### src/rtl/rvm_pkg.sv
package rvm_pkg;

  localparam int NUM_CAR = 4;
  localparam int LVL_W   = 3;
  localparam int NSW_LVL = 8;
  localparam int NSW_POL = 4;

  typedef enum logic [1:0] {
    CM_INPHASE  = 2'b00,
    CM_OPPOSED  = 2'b01,
    CM_ALTERNATE = 2'b10,
    CM_SPARE    = 2'b11
  } car_mode_e;

  localparam logic [NSW_POL-1:0] POL_POS  = 4'h9;
  localparam logic [NSW_POL-1:0] POL_NEG  = 4'h6;
  localparam logic [NSW_POL-1:0] POL_ZERO = 4'h5;

  localparam logic [NSW_LVL-1:0] LVL_PAT0 = 8'h1E;
  localparam logic [NSW_LVL-1:0] LVL_PAT1 = 8'h2E;
  localparam logic [NSW_LVL-1:0] LVL_PAT2 = 8'hA6;
  localparam logic [NSW_LVL-1:0] LVL_PAT3 = 8'h62;
  localparam logic [NSW_LVL-1:0] LVL_PAT4 = 8'h21;

  function automatic logic [NSW_LVL-1:0] level_pattern(input logic [LVL_W-1:0] lvl);
    logic [NSW_LVL-1:0] p;
    case (lvl)
      3'd0:    p = LVL_PAT0;
      3'd1:    p = LVL_PAT1;
      3'd2:    p = LVL_PAT2;
      3'd3:    p = LVL_PAT3;
      default: p = LVL_PAT4;
    endcase
    return p;
  endfunction

  function automatic logic [NSW_POL-1:0] bridge_pattern(input logic is_zero,
                                                        input logic is_neg);
    logic [NSW_POL-1:0] p;
    if (is_zero)     p = POL_ZERO;
    else if (is_neg) p = POL_NEG;
    else             p = POL_POS;
    return p;
  endfunction

endpackage

### src/rtl/rvm_carrier.sv
module rvm_carrier #(
  parameter int PER_W = 8
) (
  input  logic             clk,
  input  logic             rst_n,
  input  logic [PER_W-1:0] period_i,
  output logic [PER_W-1:0] per_eff_o,
  output logic [PER_W-1:0] tri_o
);
  localparam int PH_W = PER_W + 1;

  logic [PH_W-1:0] ph_q;
  logic [PH_W-1:0] wrap_at;
  logic [PH_W-1:0] per_ext;

  assign per_eff_o = (period_i == '0) ? PER_W'(1) : period_i;
  assign per_ext   = PH_W'(per_eff_o);
  assign wrap_at   = (per_ext << 1) - PH_W'(1);

  always_ff @(posedge clk or negedge rst_n) begin
    if (!rst_n)             ph_q <= '0;
    else if (ph_q >= wrap_at) ph_q <= '0;
    else                    ph_q <= ph_q + PH_W'(1);
  end

  always_comb begin
    if (ph_q <= per_ext) tri_o = PER_W'(ph_q);
    else                 tri_o = PER_W'((per_ext << 1) - ph_q);
  end

  AST_TRI_RANGE: assert property (@(posedge clk) disable iff (!rst_n)
    tri_o <= per_eff_o);
  AST_PH_WRAP: assert property (@(posedge clk) disable iff (!rst_n)
    (ph_q == wrap_at) |=> (ph_q == '0));

endmodule

### src/rtl/rvm_level_quant.sv
module rvm_level_quant
  import rvm_pkg::*;
#(
  parameter int REF_W = 12,
  parameter int PER_W = 8
) (
  input  logic signed [REF_W-1:0] ref_i,
  input  logic [1:0]              mode_i,
  input  logic [PER_W-1:0]        per_i,
  input  logic [PER_W-1:0]        tri_i,
  output logic [LVL_W-1:0]        lvl_o,
  output logic                    neg_o
);
  localparam int MAG_W = REF_W - 1;
  localparam int CMP_W = (MAG_W > PER_W + 3) ? MAG_W : PER_W + 3;
  localparam logic [REF_W-1:0] MOST_NEG = {1'b1, {(REF_W-1){1'b0}}};

  logic [MAG_W-1:0] mag;
  logic [CMP_W-1:0] mag_ext;
  logic [REF_W-1:0] negated;
  logic             invert_odd;
  logic [NUM_CAR-1:0] above;

  assign negated = -ref_i;
  assign neg_o   = ref_i[REF_W-1];

  always_comb begin
    if (!ref_i[REF_W-1])                    mag = MAG_W'(ref_i);
    else if (REF_W'(ref_i) == MOST_NEG)     mag = '1;
    else                                    mag = negated[MAG_W-1:0];
  end

  assign mag_ext    = CMP_W'(mag);
  assign invert_odd = (car_mode_e'(mode_i) == CM_ALTERNATE);

  for (genvar k = 0; k < NUM_CAR; k++) begin : g_car
    logic [CMP_W-1:0] base;
    logic [CMP_W-1:0] offs;
    logic [CMP_W-1:0] carrier;
    assign base = CMP_W'(k) * CMP_W'(per_i);
    if (k % 2 == 1) begin : g_odd
      assign offs = invert_odd ? CMP_W'(per_i - tri_i) : CMP_W'(tri_i);
    end else begin : g_even
      assign offs = CMP_W'(tri_i);
    end
    assign carrier  = base + offs;
    assign above[k] = (mag_ext > carrier);
  end

  always_comb begin
    lvl_o = '0;
    for (int i = 0; i < NUM_CAR; i++) begin
      lvl_o = lvl_o + LVL_W'(above[i]);
    end
  end

endmodule

### src/rtl/rvm_switch_map.sv
module rvm_switch_map
  import rvm_pkg::*;
(
  input  logic [LVL_W-1:0]   lvl_i,
  input  logic               neg_i,
  output logic [NSW_LVL-1:0] lvl_pat_o,
  output logic [NSW_POL-1:0] pol_pat_o
);
  assign lvl_pat_o = level_pattern(lvl_i);
  assign pol_pat_o = bridge_pattern(lvl_i == '0, neg_i);
endmodule

### src/rtl/rvm_modulator.sv
module rvm_modulator
  import rvm_pkg::*;
#(
  parameter int REF_W = 12,
  parameter int PER_W = 8
) (
  input  logic                    clk,
  input  logic                    rst_n,
  input  logic                    ref_valid,
  output logic                    ref_ready,
  input  logic signed [REF_W-1:0] ref_data,
  input  logic [1:0]              car_mode,
  input  logic [PER_W-1:0]        car_period,
  output logic [NSW_LVL-1:0]      sw_level,
  output logic [NSW_POL-1:0]      sw_pol
);
  localparam logic [REF_W-1:0] MOST_NEG = {1'b1, {(REF_W-1){1'b0}}};
  localparam int MAX_MAG = (1 << (REF_W - 1)) - 1;

  logic signed [REF_W-1:0] ref_q;
  logic                    ready_q;
  logic [PER_W-1:0]        per_eff;
  logic [PER_W-1:0]        tri_val;
  logic [LVL_W-1:0]        lvl;
  logic                    neg;
  logic [NSW_LVL-1:0]      lvl_pat;
  logic [NSW_POL-1:0]      pol_pat;

  assign ref_ready = ready_q;

  always_ff @(posedge clk or negedge rst_n) begin
    if (!rst_n) begin
      ready_q <= 1'b0;
      ref_q   <= '0;
    end else begin
      ready_q <= 1'b1;
      if (ref_valid && ready_q) ref_q <= ref_data;
    end
  end

  rvm_carrier #(.PER_W(PER_W)) u_car (
    .clk      (clk),
    .rst_n    (rst_n),
    .period_i (car_period),
    .per_eff_o(per_eff),
    .tri_o    (tri_val)
  );

  rvm_level_quant #(.REF_W(REF_W), .PER_W(PER_W)) u_quant (
    .ref_i (ref_q),
    .mode_i(car_mode),
    .per_i (per_eff),
    .tri_i (tri_val),
    .lvl_o (lvl),
    .neg_o (neg)
  );

  rvm_switch_map u_map (
    .lvl_i    (lvl),
    .neg_i    (neg),
    .lvl_pat_o(lvl_pat),
    .pol_pat_o(pol_pat)
  );

  always_ff @(posedge clk or negedge rst_n) begin
    if (!rst_n) begin
      sw_level <= LVL_PAT0;
      sw_pol   <= POL_ZERO;
    end else begin
      sw_level <= lvl_pat;
      sw_pol   <= pol_pat;
    end
  end

  AST_POL_LEGAL: assert property (@(posedge clk) disable iff (!rst_n)
    (sw_pol == POL_POS) || (sw_pol == POL_NEG) || (sw_pol == POL_ZERO));
  AST_ZERO_PAIR: assert property (@(posedge clk) disable iff (!rst_n)
    (sw_level == LVL_PAT0) |-> (sw_pol == POL_ZERO));
  AST_ZERO_ONLY: assert property (@(posedge clk) disable iff (!rst_n)
    (sw_pol == POL_ZERO) |-> (sw_level == LVL_PAT0));
  AST_ZERO_REF: assert property (@(posedge clk) disable iff (!rst_n)
    (ref_q == '0) |=> (sw_level == LVL_PAT0));
  AST_SAT_MIN: assert property (@(posedge clk) disable iff (!rst_n)
    ((REF_W'(ref_q) == MOST_NEG) && (4 * int'(per_eff) < MAX_MAG))
      |=> ((sw_level == LVL_PAT4) && (sw_pol == POL_NEG)));
  AST_READY_UP: assert property (@(posedge clk) disable iff (!rst_n)
    $past(rst_n) |-> ref_ready);

endmodule

### config.mk
export PLATFORM = sky130hd
export DESIGN_NAME = rvm_modulator
export DESIGN_NICKNAME = d
export VERILOG_FILES = /design/src/rtl/rvm_pkg.sv /design/src/rtl/rvm_carrier.sv /design/src/rtl/rvm_level_quant.sv /design/src/rtl/rvm_switch_map.sv /design/src/rtl/rvm_modulator.sv
export SDC_FILE = /design/constraint.sdc
export NUM_CORES = 1
export LEC_CHECK = 0
export ABC_CLOCK_PERIOD_IN_PS = 6900
export CAP_MARGIN = 20
export CORE_ASPECT_RATIO = 0.5
export CORE_MARGIN = 5
export CORE_UTILIZATION = 55
export CTS_CLUSTER_SIZE = 24
export DETAILED_ROUTE_END_ITERATION = 12
export MAX_ROUTING_LAYER = met4
export PLACE_DENSITY = 0.79
export SYNTH_ARGS = -nofsm -noshare
export SYNTH_HDL_FRONTEND = slang
export SYNTH_SLANG_ARGS = --single-unit
### constraint.sdc
create_clock -name clk -period 6.9 [get_ports clk]
set_clock_uncertainty 0.2 [all_clocks]
set_input_delay 0.69 -clock clk [delete_from_list [all_inputs] [get_ports clk]]
set_output_delay 0.69 -clock clk [all_outputs]
set_load 0.02 [all_outputs]
==> metrics.yaml <==
outcome:
  status: "finished with violations"
  violations: "DRC, setup timing"
finish:
  multiInputGateArea_um2: 4280
  diodes: 0
  seq_area_um2: 858
  area_growth_pct: 41.1
  final_net_count: 913
  final_core_util_pct: 80.7
  drive_above_1_share_pct: 32.1
  n_fill_cell: 499
grt:
  grt_use_total_pct: 28.3
  grt_overflow: 0
  grt_antenna_before_repair: 0
  grt_first_pass_wirelength_um: 25500
  first_global_vias: 5310
  grt_max_degree: 35
cts:
  htree_levels: 2
  cts_tree: "built"
  cts_sinks: 34
  cts_hold_buf: 0
  insertion_delay_ns: 0.29
  cts.path.max_buffers: 2
  cts-root-buf: "clkbuf_16"
  cts_buffers: 5
  clk_pin_slew_ns: 0.07
logic_synthesis:
  muxShareOfSynthArea_pct: 2.69
  synthTopCellsByArea: "ha_1, dfrtp_1, fa_1, inv_1, xnor2_1"
  synth.distinct_cells: 54
  syn-num-nets: 743
  synth_flop_cell: "dfrtp_1"
  synth_cells: 599
  yosys.area_share.xor_xnor_pct: 8.71
  synth_warnings: 0
  synth-simple-area-share_pct: 15.9
  synthArstFlopShare_pct: 100
  yosys.area_share.adder_pct: 31.4
  synth_top_area_share_pct: 26.6
  synth-seq-cells: 34
  synth.most_common_cell: "ha_1"
  ys_seq_area_share_pct: 17.1
  synth_edf_count: 0
  synth_top_cell_by_area: "ha_1"
  synth_top_family_by_area: "adder cells"
  synthTopCellsByCount: "ha_1, inv_1, nand2_1"
  syn_area_um2: 5030
  synth_area_per_cell_um2: 8.39
  synth_compound_area_share_pct: 18.3
power_and_ir_drop:
  p_int_mw: 2.25
  p_leak_nw: 3.49
  clkPwrFrac_pct: 5.7
  p_seq_share_pct: 7.7
  p_per_area_nw_per_um2: 602
  p_comb_share_pct: 86.6
  irDropWorstVdd_mv: 0.764
  p_sw_mw: 2.02
  swShare_pct: 47.2
floorplanning:
  die_x_um: 145
  ios: 38
  core_um2: 8800
  dieArea_um2: 11300
  initial_utilization_pct: 57.2
  rows: 24
  fp.dieH_um: 77.6
route:
  vias: 5242
  antenna_left: 0
  avgRoutedWirePerCell_um: 19.0
  wl_um: 16800
  viasPerCell: 5.91
  drtPass1Iterations: 10
  drc: 1
  first_iter_violations: 321
sta:
  slew_headroom_pct: 41.0
  finalCritPeriodShare_pct: 116
  finalSetupViolCount: 12
  setup_ws_ns: -1.13
  drv_slew: 0
  finalHoldViolCount: 0
  max_freq_ghz: 0.125
  tightest_slew_ns: 0.884
  whs_ns: 0.276
  post-route-min-period_ns: 8.03
  rsz0062_at_grt: "yes"
critical_path:
  crit_path_end_kind: "flip-flop"
  crit_path_top_delay_cell: "a2111o_1"
  critPathLaunchType: "primary input"
  crit_type: "in -> reg"
  slowest_delay_ns: 0.53
  path_common_cell: "buf_4"
  arrival_ns: 7.98
  cp_max_fo: 5
  crit_required_ns: 6.85
placement:
  place_hpwl_um: 11800
  dp_slack_ns: -1.59
  port_buffers: 37
  gp_routability_congestion: 0.971
job:
  cap_violations: 0
hold_path:
  hp-class: "in -> async"
flip-flops by register name, indices dropped and copies added (netlist names):
name	count
ref_q	12
u_car.ph_q	9
sw_level	8
sw_pol	4
ref_ready	1
worst paths after layout:
check | cells after the start | slack (ns) | start | to
worst min-delay path | 1 | 0.28 | rst_n | u_car.ph_q[7]
worst min register to register | 1 | 0.37 | ref_q[5] | ref_q[5]
worst max register to register | 37 | -0.61 | u_car.ph_q[2] | sw_pol[3]
worst max-delay path | 42 | -1.13 | car_period[0] | sw_pol[3]
min in group clk | 1 | 0.37 | ref_q[5] | ref_q[5]
max in group asynchronous | 1 | 5.70 | rst_n | ref_q[8]
repair_timing:
item,CTS,global route
endpoints found under the setup margin,12,12
setup buffers,20,7
resized for setup,72,42
pin swaps,36,45
cell type report:
class / count / share of cell area (%)
clock buffers: 6 / 1.96
clock inverters: 2 / 0.176
inverters: 67 / 3.72
multi-input cells: 489 / 60.2
flip-flops and latches: 34 / 12.1
well taps: 117 / 2.06
repair buffers: 172 / 19.7
worst max-delay path: cells and delay by family:
| family | cells | cell delay (ns) |
|---|---|---|
| AND/OR/NAND/NOR | 15 | 1.80 |
| adder cells (fa/ha/maj) | 7 | 2.05 |
| AO/OA/AOI/OAI | 7 | 1.72 |
| buffers and inverters | 12 | 1.55 |
| XOR/XNOR | 1 | 0.17 |
logic make-up (layout without fill, tap and decap cells):
group,after synthesis,after routing
AO/OA/AOI/OAI,143,143
flip-flops,34,34
multiplexers,12,12
XOR/XNOR,50,50
AND/OR/NAND/NOR,164,164
adder cells (fa/ha/maj),119,119
other,1,1
buffers and inverters,76,247
cells in the final DEF (no fill, tap or decap), types with 13 or more instances in the layout:
cell type,synthesis,final
nor2b_1,16,15
nand3_1,16,13
a21o_1,19,19
nor2_1,36,27
nand2_1,43,37
xor2_1,25,25
dfrtp_1,28,28
inv_1,64,51
ha_1,107,92
a21oi_1,38,32
buf_4,0,127
o21ai_0,32,23
xnor2_1,25,24
nand2b_1,13,13
clkdlybuf4s50_1,0,28
power groups by stage:
stage               logic [mW]  registers, mW  clock network, mW
floorplan                 1.84          0.372                  0
global placement          2.86          0.328                  0
detailed placement        2.98          0.329                  0
CTS                       3.33          0.328              0.240
global route              4.02          0.336              0.253
finish                    3.70          0.329              0.242
layer usage:
metal | up-vias | track usage, % | routed length [µm]
met2 | 258 | 46.7 | 7670
met1 | 2462 | 35.7 | 7110
met3 | 79 | 6.00 | 1360
li1 | 2443 | - | -
met4 | 0 | 7.64 | 692
met5 | - | - | 0
stage by stage:
step                area (µm²)  TNS (ns)  instances  total power, mW
floorplan                 5140     -6.55        599             2.21
global placement          6440    -15.05        854             3.19
detailed placement        6440    -17.25        854             3.30
CTS                       6880     -9.27        881             3.90
global route              7100    -15.83        887             4.61
finish                    7100    -12.41        887             4.27
No activity file was read; power rests on OpenSTA's default activity.
